==> config.mk <==
export PLATFORM = sky130hd
export DESIGN_NAME = txdesc_walker
export DESIGN_NICKNAME = d
export VERILOG_FILES = /design/src/rtl/txd_pkg.sv /design/src/rtl/txd_lane_sel.sv /design/src/rtl/txd_wb_fmt.sv /design/src/rtl/txdesc_walker.sv
export SDC_FILE = /design/constraint.sdc
export NUM_CORES = 1
export LEC_CHECK = 0
export BUFFER_PORTS_ARGS = -buffer_cell sky130_fd_sc_hd__buf_4
export CELL_PAD_IN_SITES_DETAIL_PLACEMENT = 1
export CELL_PAD_IN_SITES_GLOBAL_PLACEMENT = 1
export CORE_UTILIZATION = 35
export CTS_BUF_LIST = sky130_fd_sc_hd__clkbuf_2 sky130_fd_sc_hd__clkbuf_4 sky130_fd_sc_hd__clkbuf_8
export CTS_CLUSTER_DIAMETER = 80
export CTS_CLUSTER_SIZE = 30
export DETAILED_ROUTE_END_ITERATION = 8
export PLACE_DENSITY_LB_ADDON = 0.05
export SLEW_MARGIN = 20
export SYNTH_ARGS = -nofsm -noshare
export SYNTH_HDL_FRONTEND = slang
export SYNTH_HIERARCHICAL = 1
export SYNTH_SLANG_ARGS = --single-unit
==> constraint.sdc <==
create_clock -name clk -period 4.5 [get_ports clk]
set_input_delay 0.45 -clock clk [delete_from_list [all_inputs] [get_ports clk]]
set_output_delay 0.45 -clock clk [all_outputs]
set_load 0.01 [all_outputs]
==> src/rtl/txd_pkg.sv <==
package txd_pkg;
  localparam int WORD_W   = 32;
  localparam int OWN_BIT  = 31;
  localparam int IE_BIT   = 2;
  localparam int DONE_BIT = 19;
  localparam int IRQ_BIT  = 16;

  typedef enum logic [3:0] {
    S_IDLE, S_FLAGS, S_BUF, S_STAT, S_NEXT,
    S_DATA, S_SEND, S_WBSTAT, S_WBFLAGS
  } wstate_t;
endpackage

==> src/rtl/txd_lane_sel.sv <==
module txd_lane_sel
  import txd_pkg::*;
(
  input  logic [WORD_W-1:0] word,
  input  logic [1:0]        lane,
  output logic [7:0]        byte_out
);
  localparam int LANES = WORD_W / 8;
  logic [7:0] lanes_a [LANES];

  for (genvar g = 0; g < LANES; g++) begin : g_lane
    assign lanes_a[g] = word[g*8 +: 8];
  end

  assign byte_out = lanes_a[lane];
endmodule

==> src/rtl/txd_wb_fmt.sv <==
module txd_wb_fmt
  import txd_pkg::*;
#(
  parameter int LEN_W = 16
) (
  input  logic [WORD_W-1:0] ctrl_in,
  input  logic [WORD_W-1:0] stat_in,
  output logic [WORD_W-1:0] stat_out,
  output logic [WORD_W-1:0] ctrl_out
);
  logic [WORD_W-1:0] len_part;

  assign len_part = WORD_W'(stat_in[LEN_W-1:0]);

  always_comb begin
    stat_out           = len_part;
    stat_out[DONE_BIT] = 1'b1;
    stat_out[IRQ_BIT]  = ctrl_in[IE_BIT];
    ctrl_out           = ctrl_in;
    ctrl_out[OWN_BIT]  = 1'b0;
  end
endmodule

==> src/rtl/txdesc_walker.sv <==
module txdesc_walker
  import txd_pkg::*;
#(
  parameter int AW    = 32,
  parameter int LEN_W = 16
) (
  input  logic              clk,
  input  logic              rst_n,
  input  logic              tx_enable,
  input  logic              poll_req,
  input  logic [AW-1:0]     list_base,
  output logic [AW-1:0]     cur_desc,
  output logic              busy,
  output logic              mem_req,
  output logic              mem_we,
  output logic [AW-1:0]     mem_addr,
  output logic [WORD_W-1:0] mem_wdata,
  input  logic              mem_gnt,
  input  logic              mem_rvalid,
  input  logic [WORD_W-1:0] mem_rdata,
  input  logic              mem_err,
  output logic              tx_valid,
  input  logic              tx_ready,
  output logic [7:0]        tx_data,
  output logic              tx_last,
  output logic              ev_txcp,
  output logic              ev_txintr,
  output logic              ev_tdu,
  output logic              ev_txberr
);
  localparam logic [AW-1:0] NONE   = {AW{1'b1}};
  localparam logic [AW-1:0] OFS_BA = AW'(4);
  localparam logic [AW-1:0] OFS_ST = AW'(8);
  localparam logic [AW-1:0] OFS_NX = AW'(12);

  wstate_t           state;
  logic              pend;
  logic [WORD_W-1:0] d_ctrl, d_stat, word_buf;
  logic [AW-1:0]     d_next, ptr;
  logic [LEN_W-1:0]  remain;
  logic              frame_done;
  logic [WORD_W-1:0] stat_wb, ctrl_wb;
  logic              is_access;

  txd_lane_sel u_lane (
    .word     (word_buf),
    .lane     (ptr[1:0]),
    .byte_out (tx_data)
  );

  txd_wb_fmt #(.LEN_W(LEN_W)) u_fmt (
    .ctrl_in  (d_ctrl),
    .stat_in  (d_stat),
    .stat_out (stat_wb),
    .ctrl_out (ctrl_wb)
  );

  assign busy      = (state != S_IDLE);
  assign is_access = busy && (state != S_SEND);
  assign mem_req   = is_access && !pend;
  assign mem_we    = (state == S_WBSTAT) || (state == S_WBFLAGS);
  assign mem_wdata = (state == S_WBSTAT) ? stat_wb : ctrl_wb;
  assign tx_valid  = (state == S_SEND);
  assign tx_last   = (state == S_SEND) && (remain == LEN_W'(1));
  assign ev_txcp   = frame_done;
  assign ev_txintr = frame_done;

  always_comb begin
    unique case (state)
      S_BUF:    mem_addr = cur_desc + OFS_BA;
      S_STAT:   mem_addr = cur_desc + OFS_ST;
      S_NEXT:   mem_addr = cur_desc + OFS_NX;
      S_DATA:   mem_addr = {ptr[AW-1:2], 2'b00};
      S_WBSTAT: mem_addr = cur_desc + OFS_ST;
      default:  mem_addr = cur_desc;
    endcase
  end

  always_ff @(posedge clk or negedge rst_n) begin
    if (!rst_n) begin
      state      <= S_IDLE;
      pend       <= 1'b0;
      cur_desc   <= NONE;
      d_ctrl     <= '0;
      d_stat     <= '0;
      d_next     <= '0;
      ptr        <= '0;
      remain     <= '0;
      word_buf   <= '0;
      frame_done <= 1'b0;
      ev_tdu     <= 1'b0;
      ev_txberr  <= 1'b0;
    end else begin
      frame_done <= 1'b0;
      ev_tdu     <= 1'b0;
      ev_txberr  <= 1'b0;
      if (mem_req && mem_gnt) pend <= 1'b1;
      if (state == S_IDLE) begin
        if (poll_req && tx_enable) begin
          if (cur_desc == NONE) cur_desc <= list_base;
          state <= S_FLAGS;
        end
      end else if (state == S_SEND) begin
        if (tx_ready) begin
          ptr    <= ptr + AW'(1);
          remain <= remain - LEN_W'(1);
          if (remain == LEN_W'(1))  state <= S_WBSTAT;
          else if (ptr[1:0] == 2'b11) state <= S_DATA;
        end
      end else if (pend && mem_rvalid) begin
        pend <= 1'b0;
        if (mem_err) begin
          ev_txberr <= 1'b1;
          state     <= S_IDLE;
        end else begin
          unique case (state)
            S_FLAGS: begin
              if (!mem_rdata[OWN_BIT]) begin
                ev_tdu <= 1'b1;
                state  <= S_IDLE;
              end else begin
                d_ctrl <= mem_rdata;
                state  <= S_BUF;
              end
            end
            S_BUF: begin
              ptr   <= mem_rdata[AW-1:0];
              state <= S_STAT;
            end
            S_STAT: begin
              d_stat <= mem_rdata;
              remain <= mem_rdata[LEN_W-1:0];
              state  <= S_NEXT;
            end
            S_NEXT: begin
              d_next <= mem_rdata[AW-1:0];
              state  <= (remain == '0) ? S_WBSTAT : S_DATA;
            end
            S_DATA: begin
              word_buf <= mem_rdata;
              state    <= S_SEND;
            end
            S_WBSTAT: state <= S_WBFLAGS;
            S_WBFLAGS: begin
              cur_desc   <= d_next;
              frame_done <= 1'b1;
              state      <= S_FLAGS;
            end
            default: state <= S_IDLE;
          endcase
        end
      end
    end
  end

  AST_REQ_HOLD: assert property (@(posedge clk) disable iff (!rst_n)
    mem_req && !mem_gnt |=> mem_req && $stable(mem_addr) && $stable(mem_we));
  AST_TX_HOLD: assert property (@(posedge clk) disable iff (!rst_n)
    tx_valid && !tx_ready |=> tx_valid && $stable(tx_data) && $stable(tx_last));
  AST_TDU_STOPS: assert property (@(posedge clk) disable iff (!rst_n)
    ev_tdu |-> !busy && !mem_req);
  AST_BERR_STOPS: assert property (@(posedge clk) disable iff (!rst_n)
    ev_txberr |-> !busy && !mem_req && !tx_valid);
  AST_EVT_EXCL: assert property (@(posedge clk) disable iff (!rst_n)
    $onehot0({ev_txcp, ev_tdu, ev_txberr}));
  AST_DONE_ONCE: assert property (@(posedge clk) disable iff (!rst_n)
    ev_txcp |=> !ev_txcp);
  AST_IDLE_QUIET: assert property (@(posedge clk) disable iff (!rst_n)
    !busy |-> !mem_req && !tx_valid);
endmodule

==> impl_metrics.yaml <==
outcome:
  status: "complete, no violations"
critical_path:
  endpoint_kind: "output port"
  path_class: "reg2out"
  reg2regPathDepth: 7
  slowest_stage: "dfrtp_1"
  r2r_end: "cur_desc[28]$_DFFE_PN1P_"
  reg2reg_slack_ns: 1.32
  cp.arrival_ns: 3.54
  r2r_start: "cur_desc[10]$_DFFE_PN1P_"
  cpPeakStageDelay_ns: 0.70
  critical_path_required_ns: 4.05
  crit_chain: "nor4b_4, xor2_1, ha_1, a21oi_1, nor3_2, nand3_1, o311ai_0, buf_4"
  startpoint: "state[3]$_DFFE_PN0P_"
  start_kind: "register"
  critPathCapture: "mem_addr[12]"
  path_max_fanout: 24
yosys:
  syn_area_mm2: 0.0121
  avgSynthCellArea_um2: 9.62
  ys_warn_count: 6
  synthCells: 1259
routing:
  drt-initial-drc-count: 741
  drc: 0
  ant_nets: 0
  num_vias: 10200
  via_per_inst: 5.68
  wl_um: 42100
  firstDrtPassIters: 5
  wire_per_inst_um: 23.4
clock_network:
  cts-root-buf: "clkbuf_8"
  cts_tree: "built"
  cts-htree-levels: 4
  post_cts_resized: 0
  postCtsSetupBuffers: 0
  cts_buffers: 17
  clkSlewWorstSetupHoldPaths_ns: 0.11
  cts_buffer_depth: 2
  cts_sinks: 199
  cts_hold_buf: 0
  clock_latency_ns: 0.50
die:
  die_w_um: 188
  die_y_um: 188
  die-area_mm2: 0.0354
  ios: 185
  num_rows: 67
  coreArea_mm2: 0.0338
  start_util_pct: 35.9
grt:
  grt_max_degree: 95
  grt-ovfl-total: 0
  grt_pass1_wl_um: 64200
  grt_use_total_pct: 24.0
  grt_antenna_before_repair: 0
  grt_pass1_vias: 10100
power_and_ir_drop:
  p_per_area_mw_per_mm2: 701
  p_leak_nw: 5.80
  irDropWorstVdd_mv: 0.337
timing:
  slew_violations: 0
  final_min_period_over_clock_period_pct: 88.6
  finalHoldViolations: 0
  holdWs_ns: 0.00516
  fin_skew_ns: 0.0188
  relSlewSlack_pct: 30.2
  fmax_mhz: 251
  finalSetupViolations: 0
  worstMarginPinSlew_ns: 1.05
  setup_tns_ns: 0
  min_period_ns: 3.99
  rsz0062_at_grt: "no"
placement:
  place.gp.congestion: 0.862
  io_buffer_count: 183
  hpwlAfterDp_um: 30600
layout:
  fin_nets: 1417
  syn_to_final_growth_pct: 14.0
  drive_gt1_share_pct: 32.3
flow_run:
  drv_cap: 0
min_path:
  holdCritPathClass: "in2async"
==> flip-flops by register name, summed over array words and instances (netlist names), 4 cells and up <==
name,cells
d_next,32
state,4
remain,16
cur_desc,32
word_buf,32
d_ctrl,31
d_stat,16
ptr,32
==> layout by cell type (no fill, tap or decap), drive strengths merged, types with 7 or more instances in the layout <==
| master | instances |
|---|---|
| buf | 202 |
| dfrtp | 167 |
| mux2 | 144 |
| a21oi | 120 |
| nor2 | 106 |
| nand2 | 93 |
| o21ai | 63 |
| nand3 | 41 |
| mux2i | 36 |
| dfstp | 32 |
| nand4 | 23 |
| a31oi | 22 |
| clkbuf | 22 |
| and3 | 20 |
| conb | 16 |
| nor3 | 15 |
| nor4 | 15 |
| o22ai | 13 |
| inv | 13 |
| xnor2 | 12 |
| o22a | 11 |
| a22oi | 10 |
| xor2 | 8 |
| a2bb2oi | 8 |
| mux4 | 8 |
| nand2b | 7 |
| and4 | 7 |
| or3 | 7 |
==> layer usage <==
layer / vias up / track usage [%] / wire length (µm)
met1: 5219 / 36.5 / 21000
met5: - / 0 / 0
met3: 28 / 3.29 / 1880
met2: 270 / 35.8 / 18600
met4: 0 / 5.53 / 553
li1: 4698 / - / -
==> per-stage QoR <==
| stage | power [mW] | instances | worst slack, ns | utilization [%] | instance area, µm² |
|---|---|---|---|---|---|
| floorplan | 6.63 | 1273 | 1.77 | - | 12200 |
| global placement | 8.49 | 1768 | 1.14 | 39.8 | 13400 |
| detailed placement | 8.58 | 1768 | 1.09 | 39.8 | 13400 |
| CTS | 9.75 | 1799 | 0.518 | 40.9 | 13800 |
| global route | 10.4 | 1799 | 0.242 | 40.9 | 13800 |
| finish | 9.69 | 1800 | 0.512 | 40.9 | 13800 |
==> layout make-up <==
class / instances / area [µm²]
Sequential cell: 199 / 5020
Inverter: 12 / 45.0
Tap cell: 448 / 561
Antenna cell: 1 / 2.50
Clock buffer: 21 / 270
Timing Repair Buffer: 203 / 1560
Fill cell: 3837 / 20000
Clock inverter: 10 / 100
Multi-Input combinational cell: 906 / 6260
==> power breakdown <==
group	internal (mW)	total (mW)	switching, mW
logic	2.29	4.75	2.45
registers	2.67	3.81	1.14
clock network	0.471	1.13	0.661
==> worst min-delay path by stage <==
stage | from | to | slack, ns
floorplan | rst_n | d_ctrl[0]$_DFFE_PN0P_ | 0.15
global placement | remain[14]$_DFFE_PN0P_ | remain[14]$_DFFE_PN0P_ | 0.47
detailed placement | remain[14]$_DFFE_PN0P_ | remain[14]$_DFFE_PN0P_ | 0.48
CTS | rst_n | ev_txcp$_DFF_PN0_ | 0.04
global route | rst_n | ev_tdu$_DFF_PN0_ | 0.05
finish | rst_n | ev_tdu$_DFF_PN0_ | 0.005
==> worst max-delay path: cells and delay by family (launching register included) <==
kind	cells	cell delay (ns)
XOR/XNOR	1	0.19
flip-flops	1	0.70
adder cells (fa/ha/maj)	1	0.19
AO/OA/AOI/OAI	2	0.55
AND/OR/NAND/NOR	3	1.21
buffers and inverters	1	0.21
No activity file was read; power rests on OpenSTA's default activity.
